==> config.mk <==
export PLATFORM = sky130hd
export DESIGN_NAME = start_code_detector
export DESIGN_NICKNAME = d
export VERILOG_FILES = /design/src/rtl/scd_pkg.sv /design/src/rtl/scd_timebase.sv /design/src/rtl/scd_matcher.sv /design/src/rtl/start_code_detector.sv
export SDC_FILE = /design/constraint.sdc
export NUM_CORES = 2
export LEC_CHECK = 0
export BUFFER_PORTS_ARGS = -buffer_cell sky130_fd_sc_hd__clkbuf_2
export CORE_UTILIZATION = 40
export CTS_CLUSTER_SIZE = 25
export DETAILED_ROUTE_END_ITERATION = 8
export GPL_ROUTABILITY_DRIVEN = 0
export PLACE_DENSITY = 0.64
export SYNTH_ARGS = -nofsm -noshare
export SYNTH_HDL_FRONTEND = slang
export SYNTH_SLANG_ARGS = --single-unit
==> constraint.sdc <==
create_clock -name clk_i -period 30.5 [get_ports clk_i]
set_clock_uncertainty 0.1 [all_clocks]
set_input_delay 7.625 -clock clk_i [delete_from_list [all_inputs] [get_ports clk_i]]
set_output_delay 7.625 -clock clk_i [all_outputs]
set_load 0.02 [all_outputs]
==> src/rtl/scd_pkg.sv <==
package scd_pkg;
  localparam int MAX_SYM = 32;
  localparam int SYM_W   = $clog2(MAX_SYM);
  localparam int POS_W   = $clog2(MAX_SYM + 1);
  localparam int REG_W   = 32;
  localparam int LEN_ALT_LSB = 8;

  typedef enum logic [3:0] {
    A_CTRL   = 4'd0,
    A_PRESC  = 4'd1,
    A_CODE_N = 4'd2,
    A_CODE_A = 4'd3,
    A_LEN    = 4'd4,
    A_TMIN   = 4'd5,
    A_TNOM   = 4'd6,
    A_TMAX   = 4'd7,
    A_IEN    = 4'd8,
    A_ICLR   = 4'd9,
    A_STAT   = 4'd10
  } reg_addr_e;

  typedef struct packed {
    logic             lvl;
    logic [POS_W-1:0] n;
  } run_t;

  function automatic logic [POS_W-1:0] len_decode(input logic [SYM_W-1:0] f);
    return (f == '0) ? POS_W'(MAX_SYM) : POS_W'(f);
  endfunction

  // level and symbol count of the run starting at symbol pos (pos 0 = msb of code)
  function automatic run_t run_at(input logic [MAX_SYM-1:0] code,
                                  input logic [POS_W-1:0]   len,
                                  input logic [POS_W-1:0]   pos);
    run_t r;
    logic go;
    int   top;
    top   = int'(len) - 1 - int'(pos);
    r.lvl = (top >= 0) ? code[SYM_W'(top)] : 1'b0;
    r.n   = '0;
    go    = 1'b1;
    for (int i = 0; i < MAX_SYM; i++) begin
      if (go && (top - i >= 0) && (code[SYM_W'(top - i)] == r.lvl)) r.n = r.n + 1'b1;
      else go = 1'b0;
    end
    return r;
  endfunction
endpackage

==> src/rtl/scd_timebase.sv <==
module scd_timebase #(
  parameter int PRE_W = 16,
  parameter int DUR_W = 16
) (
  input  logic             clk_i,
  input  logic             rst_ni,
  input  logic             rx_i,
  input  logic [PRE_W-1:0] presc_i,
  output logic             lvl_o,
  output logic             edge_o,
  output logic [DUR_W:0]   dur_o
);
  logic [PRE_W-1:0] pcnt_q;
  logic [DUR_W-1:0] dur_q;
  logic             rx_q;
  logic             tick;

  assign tick   = (presc_i <= PRE_W'(1)) || (pcnt_q >= presc_i - PRE_W'(1));
  assign lvl_o  = rx_q;
  assign edge_o = rx_i != rx_q;
  // ticks spent at the current level, counting this cycle
  assign dur_o  = {1'b0, dur_q} + (DUR_W+1)'(tick);

  always_ff @(posedge clk_i or negedge rst_ni) begin
    if (!rst_ni) begin
      pcnt_q <= '0;
      dur_q  <= '0;
      rx_q   <= 1'b0;
    end else begin
      pcnt_q <= tick ? '0 : pcnt_q + PRE_W'(1);
      rx_q   <= rx_i;
      if (edge_o)                   dur_q <= '0;
      else if (tick && dur_q != '1) dur_q <= dur_q + DUR_W'(1);
    end
  end

  a_r10_tick_spacing: assert property (@(posedge clk_i) disable iff (!rst_ni)
    (presc_i > PRE_W'(1) && $stable(presc_i) && $past(tick)) |-> !tick);
endmodule

==> src/rtl/scd_matcher.sv <==
module scd_matcher
  import scd_pkg::*;
#(
  parameter int TIME_W = 16,
  parameter int DUR_W  = 16
) (
  input  logic               clk_i,
  input  logic               rst_ni,
  input  logic               clr_i,
  input  logic               edge_i,
  input  logic               lvl_i,
  input  logic [DUR_W:0]     dur_i,
  input  logic [MAX_SYM-1:0] code_i,
  input  logic [POS_W-1:0]   len_i,
  input  logic [TIME_W-1:0]  tmin_i,
  input  logic [TIME_W-1:0]  tnom_i,
  input  logic [TIME_W-1:0]  tmax_i,
  output logic               hit_o
);
  localparam int CMP_W = TIME_W + POS_W + DUR_W + 1;

  logic [POS_W-1:0] pos_q, pos_d;
  run_t             rp, r0;
  logic [CMP_W-1:0] dur, lo_p, hi_p, nom_p, lo_0, hi_0;
  logic             fit_p, fit_0, last_p, last_0, reach_p;

  always_comb begin
    rp    = run_at(code_i, len_i, pos_q);
    r0    = run_at(code_i, len_i, '0);
    dur   = CMP_W'(dur_i);
    lo_p  = CMP_W'(tmin_i) * CMP_W'(rp.n);
    hi_p  = CMP_W'(tmax_i) * CMP_W'(rp.n);
    nom_p = CMP_W'(tnom_i) * CMP_W'(rp.n);
    lo_0  = CMP_W'(tmin_i) * CMP_W'(r0.n);
    hi_0  = CMP_W'(tmax_i) * CMP_W'(r0.n);
    fit_p = edge_i && lvl_i == rp.lvl && rp.n != '0 && dur >= lo_p && dur <= hi_p;
    fit_0 = edge_i && lvl_i == r0.lvl && r0.n != '0 && dur >= lo_0 && dur <= hi_0;
    last_p  = ({1'b0, pos_q} + {1'b0, rp.n}) == {1'b0, len_i};
    last_0  = {1'b0, r0.n} == {1'b0, len_i};
    // final run is accepted once it has lasted its nominal time
    reach_p = lvl_i == rp.lvl && rp.n != '0 && dur >= nom_p;
    hit_o   = !clr_i && ((last_p && (fit_p || reach_p)) || (!fit_p && fit_0 && last_0));

    pos_d = pos_q;
    if (clr_i) pos_d = '0;
    else if (edge_i) begin
      if (fit_p && !last_p)      pos_d = pos_q + rp.n;
      else if (!fit_p && fit_0 && !last_0) pos_d = r0.n;
      else if (!fit_p)           pos_d = '0;
    end
  end

  always_ff @(posedge clk_i or negedge rst_ni) begin
    if (!rst_ni) pos_q <= '0;
    else         pos_q <= pos_d;
  end

  a_r5_pos_in_range: assert property (@(posedge clk_i) disable iff (!rst_ni)
    pos_q <= POS_W'(MAX_SYM));
  a_r9_clear_rewinds: assert property (@(posedge clk_i) disable iff (!rst_ni)
    clr_i |=> pos_q == '0);
endmodule

==> src/rtl/start_code_detector.sv <==
module start_code_detector
  import scd_pkg::*;
#(
  parameter int TIME_W = 16,
  parameter int PRE_W  = 16,
  parameter int DUR_W  = 16
) (
  input  logic             clk_i,
  input  logic             rst_ni,
  input  logic             rx_i,
  input  logic             reg_we_i,
  input  logic [3:0]       reg_addr_i,
  input  logic [REG_W-1:0] reg_wdata_i,
  output logic [REG_W-1:0] reg_rdata_o,
  output logic             det_o,
  output logic             irq_o
);
  localparam int NSLOT = 2;

  logic               en_q, ien_q;
  logic [PRE_W-1:0]   presc_q;
  logic [TIME_W-1:0]  tmin_q, tnom_q, tmax_q;
  logic [MAX_SYM-1:0] code_q [NSLOT];
  logic [SYM_W-1:0]   lenf_q [NSLOT];
  logic [NSLOT-1:0]   status_q, hit;
  logic               lvl, edge_s, search, restart, clr_wr;
  logic [DUR_W:0]     dur;

  assign restart = reg_we_i && reg_addr_i == A_CTRL && reg_wdata_i[1];
  assign clr_wr  = reg_we_i && reg_addr_i == A_ICLR && reg_wdata_i[0];
  assign search  = en_q && status_q == '0;
  assign det_o   = |status_q;
  assign irq_o   = ien_q && det_o;

  scd_timebase #(.PRE_W(PRE_W), .DUR_W(DUR_W)) u_tb (
    .clk_i(clk_i), .rst_ni(rst_ni), .rx_i(rx_i), .presc_i(presc_q),
    .lvl_o(lvl), .edge_o(edge_s), .dur_o(dur)
  );

  for (genvar g = 0; g < NSLOT; g++) begin : g_slot
    scd_matcher #(.TIME_W(TIME_W), .DUR_W(DUR_W)) u_m (
      .clk_i(clk_i), .rst_ni(rst_ni), .clr_i(!search || restart),
      .edge_i(edge_s), .lvl_i(lvl), .dur_i(dur),
      .code_i(code_q[g]), .len_i(len_decode(lenf_q[g])),
      .tmin_i(tmin_q), .tnom_i(tnom_q), .tmax_i(tmax_q),
      .hit_o(hit[g])
    );
  end

  always_ff @(posedge clk_i or negedge rst_ni) begin
    if (!rst_ni) begin
      en_q <= 1'b0; ien_q <= 1'b0; presc_q <= '0;
      tmin_q <= '0; tnom_q <= '0; tmax_q <= '0;
      status_q <= '0;
      for (int i = 0; i < NSLOT; i++) begin
        code_q[i] <= '0;
        lenf_q[i] <= '0;
      end
    end else begin
      if (search && |hit) begin
        status_q <= hit;
        en_q     <= 1'b0;
      end else if (clr_wr) status_q <= '0;
      if (reg_we_i) begin
        case (reg_addr_i)
          A_CTRL:   en_q      <= reg_wdata_i[0];
          A_PRESC:  presc_q   <= reg_wdata_i[PRE_W-1:0];
          A_CODE_N: code_q[0] <= reg_wdata_i[MAX_SYM-1:0];
          A_CODE_A: code_q[1] <= reg_wdata_i[MAX_SYM-1:0];
          A_LEN: begin
            lenf_q[0] <= reg_wdata_i[SYM_W-1:0];
            lenf_q[1] <= reg_wdata_i[LEN_ALT_LSB +: SYM_W];
          end
          A_TMIN:   tmin_q    <= reg_wdata_i[TIME_W-1:0];
          A_TNOM:   tnom_q    <= reg_wdata_i[TIME_W-1:0];
          A_TMAX:   tmax_q    <= reg_wdata_i[TIME_W-1:0];
          A_IEN:    ien_q     <= reg_wdata_i[0];
          default: ;
        endcase
      end
    end
  end

  always_comb begin
    reg_rdata_o = '0;
    case (reg_addr_i)
      A_CTRL:   reg_rdata_o[0] = en_q;
      A_PRESC:  reg_rdata_o[PRE_W-1:0] = presc_q;
      A_CODE_N: reg_rdata_o[MAX_SYM-1:0] = code_q[0];
      A_CODE_A: reg_rdata_o[MAX_SYM-1:0] = code_q[1];
      A_LEN: begin
        reg_rdata_o[SYM_W-1:0] = lenf_q[0];
        reg_rdata_o[LEN_ALT_LSB +: SYM_W] = lenf_q[1];
      end
      A_TMIN:   reg_rdata_o[TIME_W-1:0] = tmin_q;
      A_TNOM:   reg_rdata_o[TIME_W-1:0] = tnom_q;
      A_TMAX:   reg_rdata_o[TIME_W-1:0] = tmax_q;
      A_IEN:    reg_rdata_o[0] = ien_q;
      A_STAT:   reg_rdata_o[NSLOT-1:0] = status_q;
      default: ;
    endcase
  end

  a_r2_normal_sets_status: assert property (@(posedge clk_i) disable iff (!rst_ni)
    (search && hit[0]) |=> status_q[0]);
  a_r3_alt_sets_status: assert property (@(posedge clk_i) disable iff (!rst_ni)
    (search && hit[1]) |=> status_q[1]);
  a_r7_status_held: assert property (@(posedge clk_i) disable iff (!rst_ni)
    (status_q != '0 && !clr_wr) |=> status_q == $past(status_q));
  a_r8_no_set_when_off: assert property (@(posedge clk_i) disable iff (!rst_ni)
    (!en_q && status_q == '0) |=> status_q == '0);
endmodule

-- Word level (Yosys, flattened, before mapping)
Index checks and enable logic that the tools add are counted.
- bits in registers: 187
- logic and storage cells: 1700
- output and inout port bits: 34
- reductions and logical operators: 329
- eq/ne operators: 150
- magnitude comparators: 268
- $mul: 10
- multiplexer cells: 667
- $add $sub $neg: 260
- operator list (cell ; count):
    32-bit by 1-bit greater-or-equal comparator with 1-bit output (second input constant) ; 126
    32-bit by 6-bit subtractor with 32-bit output (second input constant) ; 32
    5-bit by 7-bit less-than comparator with 1-bit output (second input constant) ; 128
    6-bit 2-to-1 mux ; 136
    6-bit by 1-bit adder with 6-bit output (second input constant) ; 122
    1-bit binary-select mux with 5-bit select ; 128
    32-bit by 5-bit subtractor with 32-bit output (second input constant) ; 16
    1-bit 2-to-1 mux ; 391
    1-bit logical AND ; 292
    32-bit by 4-bit subtractor with 32-bit output (second input constant) ; 8
    7-bit by 6-bit subtractor with 8-bit output (second input constant) ; 32
    16-bit by 6-bit multiplier with 22-bit output ; 10
    1-bit equality test ; 132
    17-bit by 22-bit greater-or-equal comparator with 1-bit output ; 6
    32-bit by 3-bit subtractor with 32-bit output (second input constant) ; 4
    7-bit by 5-bit subtractor with 8-bit output (second input constant) ; 16
    17-bit by 22-bit less-or-equal comparator with 1-bit output ; 4
    32-bit by 2-bit subtractor with 32-bit output (second input constant) ; 2
    7-bit by 4-bit subtractor with 8-bit output (second input constant) ; 8
    16-bit 2-to-1 mux ; 3
    3-bit case mux with 6 select lines ; 2
    5-bit case mux with 7 select lines ; 1
    16-bit by 1-bit adder with 16-bit output (second input constant) ; 2
    16-bit case mux with 2 select lines ; 1
    other kinds (34) ; 82

-- Logic depth before layout (Yosys ltp)
- depth in word-level cells: 118
- gate-level depth with buffers: 164

-- Cells and area by module
A second synthesis with hierarchy kept.
- cells, all modules: 9507
- area total of the unflattened synthesis: 77300.4 um^2
- modules (own cells, without submodules) (module ; area each (um^2) ; times used ; seq. area each (um^2) ; cells each):
    scd_matcher (g_slot[1].u_m) ; 34619.5 ; 1 ; 150.1 ; 4434
    scd_matcher (g_slot[0].u_m) ; 33654.8 ; 1 ; 150.1 ; 4306
    start_code_detector ; 6543.8 ; 1 ; 3553.4 ; 481
    scd_timebase ; 2482.4 ; 1 ; 825.8 ; 286

-- Worst setup path before layout
Ideal clock, no wire load.
- path type: register -> register
- start: register lenf_q[0] (netlist name)
- end: register en_q
- arrival: 29.394 ns
- period minus slack after synthesis: 29.597 ns
- slack: 0.903 ns
- buffers on the path: 15
- cell stages (with the launch flop): 158
- cells stage by stage: dfrtp_1 > buf_2 > buf_2 > buf_2 > inv_1 > clkbuf_1 > ha_1 > buf_2 > buf_2 > nand3b_1 > nand2_2 > inv_2 > ha_1 > fa_1 > buf_4 > buf_6 > buf_2 > buf_4 > (+122 left out) > o21ai_0 > nand2_1 > and2_1 > o21ai_0 > nand2_1 > and2_1 > o21ai_0 > nand2b_1 > a21oi_1 > inv_1 > nor3b_1 > a21oi_1 > o22ai_1 > and3_1 > nand3_2 > o311a_2 > a41o_1 > o41ai_2
- word-level cells in the longest chain between the ends: 118
- elaborated cells on any way between the ends: 741
- classes of those cells: add/sub: 127; mul: 5; order compare: 69; eq/ne: 68; mux: 324; reduce/logical: 148
- ends and longest elaborated chain (what ; line ; RTL):
    start, declared ; start_code_detector.sv:24 ; logic [SYM_W-1:0] lenf_q [NSLOT];
    5-bit zero test ; scd_pkg.sv:28 ; return (f == '0) ? POS_W'(MAX_SYM) : POS_W'(f);
    6-bit 2-to-1 mux * ; scd_pkg.sv:28 ;
    parallel branches: the longest is 109 deep, another holds 32-bit by 2-bit subtractor with 32-bit output ; n/a ;
    1-bit logical OR * ; scd_matcher.sv:42 ; hit_o = !clr_i && ((last_p && (fit_p || reach_p)) || (!fit_p && fit_0 && last_0));
    1-bit logical AND * ; scd_matcher.sv:42 ;
    2-bit OR reduction * ; start_code_detector.sv:60 ; if (search && |hit) begin
    1-bit logical AND * ; start_code_detector.sv:60 ;
    1-bit 2-to-1 mux * ; start_code_detector.sv:60 ;
    1-bit 2-to-1 mux ; start_code_detector.sv:65 ; case (reg_addr_i)
    1-bit 2-to-1 mux * ; start_code_detector.sv:64 ; if (reg_we_i) begin
    end signal, assigned ; start_code_detector.sv:66 ; A_CTRL: en_q <= reg_wdata_i[0];
    end, declared ; start_code_detector.sv:20 ; logic en_q, ien_q;
Mark *: on every way between the ends. The select of a mux whose other input is x is not followed.
A chain may end at the register's enable or synchronous reset.

-- Worst setup path after layout
- start: register lenf_q[5] (netlist name)
- end: register en_q
Same word-level chain as after synthesis.

==> parameters.txt <==
Parameter                              Value

Synth
  Total number of yosys warnings ... 0
  Commonest cells in the synthesized netlist ... nand2_1, inv_1, ha_1
  Number of library cell types mapped by synthesis ... 146
  Count of flip-flops with a built-in enable after synthesis ... 0
  Synthesized area divided by synthesized cell count ... 8.13 um2
  Post-synth ARST share ... 100%
  Most instantiated flip-flop cell in the synthesis netlist ... dfrtp_1
  Share of the synthesized area in the top cell type ... 14.6%
  Top cells by area, synth ... fa_1, ha_1, nand2_1
  Most repeated cell in the gate-level netlist after synthesis ... nand2_1
  Post-synth design cell area ... 78,600 um2
  Proportion of synthesized chip area in sequential cells ... 5.95%
  Area leader, netlist ... fa_1
  Number of synthesized register bits ... 187
  Number of instances in the synthesized netlist ... 9,673
  Net Count, Synth ... 11,100

Place
  Port Buffer Count ... 73
  Minimum setup slack after placement ... -1.02 ns
  HPWL reported at the end of detailed placement ... 198,000 um

Drt
  Remaining number of nets flagged by the antenna check after routing ... 0
  Drc violations ... 0
  Detailed-route via count ... 72,300
  Post-DR vias/cell ... 5.93
  Total length of routed wires ... 260,000 um
  Final routed wire length divided by cell count ... 21.3 um
  Violation count after the first detailed-route iteration ... 6,251
  First-pass DRT Iterations ... 7

Final layout
  Count of fill cells added during filler insertion ... 19,300
  Seq. cell area ... 4680 um2
  Final Util ... 43.3%
  Area Growth Syn to Fin ... 7.52%
  Proportion of layout cells with a drive suffix above 1 ... 12.7%
  Area occupied by multi-input gates ... 69,100 um2
  Number of nets in the finished design ... 10,900

Worst setup path
  Peak per-stage delay on the critical path ... 0.68 ns
  Capturing element type of the critical path ... flip-flop
  Largest fanout of any net on the critical path ... 8
  Startpoint type of the worst setup path ... flip-flop
  Slowest library cell on the worst path ... or4b_2
  Critical path class ... reg2reg
  Most prevalent standard cell on the critical path ... ha_1
  Data arrival, critical path ... 29.47 ns
  Required @ worst endpoint ... 30.76 ns

Clock network
  CTS tree ... built
  Clock slew seen by the registers of the worst setup and hold paths ... 0.08 ns
  H-Tree Level Count ... 4
  Later-pin clock latency in the skew report ... 0.47 ns
  Number of buffers added by the clock tree synthesis step ... 17
  Clock Sinks ... 187
  Max Root-Sink Buffers ... 2
  Clk Tree Root Cell ... clkbuf_16

STA
  Transition at the pin with the smallest max-transition slack ... 1.18 ns
  Endpoints failing setup ... 0
  Headroom to the max-slew limit ... 20.9%
  Max-slew violation total from the final report ... 0
  Highest attainable clock frequency ... 34.2 MHz
  Clock period minus worst slack ... 29.21 ns
  Final cycle utilization of the critical path ... 95.8%
  Final TNS setup ... 0 ns
  PnR worst setup slack ... 1.29 ns
  Hold Vio Cnt, Final ... 0

Global routing
  Antenna violations before repair ... 36
  GRT overflow ... 0
  Global-route wire length before repair ... 402,000 um
  Global router's overall resource usage ... 25.4%
  Via count of the first global-routing pass ... 71,100
  Largest net degree at the start of global routing ... 74

Floorplanning
  Placement row count ... 162
  Area enclosed by the die boundary ... 198,000 um2
  Die boundary height ... 445 um
  Placeable Area ... 195,000 um2
  Die Width ... 445 um
  Top-level port count ... 74
  Initial core utilization ... 40.3%

Run status
  Result of the run ... completed

Worst hold path
  Worst min path class ... reg2reg

Run
  Reported max-cap violation count ... 0
## area by class of cell
class	count	share of cell area, %
antenna	27	0.0799
clock buffer	18	0.508
clock inverter	14	0.209
inverter	1038	4.65
multi-input combinational	7921	81.8
sequential	187	5.54
tap	2624	3.88
timing repair buffer	362	3.38
## logic make-up after synthesis
family / after synthesis / share of synthesized area (%)
AO/OA/AOI/OAI: 1595 / 13.3
buffers and inverters: 1567 / 7.76
AND/OR/NAND/NOR: 3422 / 22.0
flip-flops: 187 / 5.95
multiplexers: 749 / 12.7
XOR/XNOR: 801 / 11.2
adder cells (fa/ha/maj): 1352 / 27.0
## registers in the layout, indices dropped and copies added (netlist names)
name              cells
u_tb.pcnt_q          16
tmin_q               16
u_tb.dur_q           16
tmax_q               16
status_q              2
ien_q                 1
code_q               64
lenf_q               10
en_q                  1
presc_q              16
g_slot.u_m.pos_q     12
tnom_q               16
u_tb.lvl_o            1
## path summary, 6_finish.rpt
check	to	slack [ns]	from	depth (start not counted)
worst min-delay path	u_tb.pcnt_q[0]$_DFF_PN0_	0.42	u_tb.pcnt_q[0]$_DFF_PN0_	1
worst max-delay path	en_q$_DFF_PN0_	1.29	lenf_q[5]$_DFFE_PN0P_	145
worst min register to register	u_tb.pcnt_q[0]$_DFF_PN0_	0.42	u_tb.pcnt_q[0]$_DFF_PN0_	1
min in group asynchronous	u_tb.dur_q[12]$_DFFE_PN0P_	7.05	rst_ni	1
worst max register to register	en_q$_DFF_PN0_	1.29	lenf_q[5]$_DFFE_PN0P_	145
max in group asynchronous	code_q[21]$_DFFE_PN0P_	21.13	rst_ni	3
## routing by layer
metal | track usage (%) | up-vias | share of wire [%] | wire length (um)
met5 | 0 | - | 0.030 | 78
met4 | 15.3 | 10 | 7.0 | 18100
met3 | 3.96 | 709 | 8.3 | 21500
met2 | 41.2 | 3060 | 45 | 118000
met1 | 31.6 | 35700 | 39 | 103000
li1 | - | 32900 | - | -
## repair_timing
item	in CTS	in global routing
gates cloned	0	6
gates resized for setup	25	254
hold buffers	0	0
pin swaps	4	74
hold endpoints to repair	0	0
endpoints found under the setup margin	15	15
buffers inserted	9	79
## metrics by stage
| stage | area, um2 | std cells | hold WS, ns |
|---|---|---|---|
| CTS | 82600 | 12100 | 0.424 |
| floorplan | 78600 | 9673 | 0.372 |
| global route | 84500 | 12200 | 0.444 |
| finish | 84500 | 12200 | 0.423 |
| global placement | 81800 | 12000 | 0.405 |
| detailed placement | 81800 | 12000 | 0.408 |
## worst max-delay path, delay by kind of cell, from the launching register on
| family | cells | cell delay (ns) |
|---|---|---|
| AND/OR/NAND/NOR | 37 | 5.35 |
| buffers and inverters | 13 | 1.17 |
| multiplexers | 12 | 3.11 |
| AO/OA/AOI/OAI | 42 | 6.47 |
| flip-flops | 1 | 0.41 |
| XOR/XNOR | 6 | 1.21 |
| adder cells (fa/ha/maj) | 35 | 11.30 |
## cell usage in the layout, fill, tap and decap left out, types with 51 or more instances in the layout
master,netlist,routed
buf_4,18,258
and2_1,475,473
a21o_1,74,73
nor2_1,400,391
nand4_1,111,111
nor2b_1,112,110
a21oi_1,452,433
xnor3_1,61,55
xnor2_1,468,453
o21ai_0,350,306
dfrtp_1,187,186
xor2_1,189,178
ha_1,773,748
clkbuf_2,1,72
or3_1,57,57
inv_1,1020,1014
mux2i_1,335,318
a31oi_1,67,65
mux2_2,230,229
mux4_2,173,173
fa_1,574,572
a22oi_1,52,51
nand3_1,278,278
nand2_1,1248,1241
and3_1,98,97
o21ai_1,23,60
nor3_1,144,137
o211ai_1,66,66
nand2b_1,185,184
Power is not shown: default switching activity piles up to over one toggle a cycle in this logic, so the estimate is an artifact.
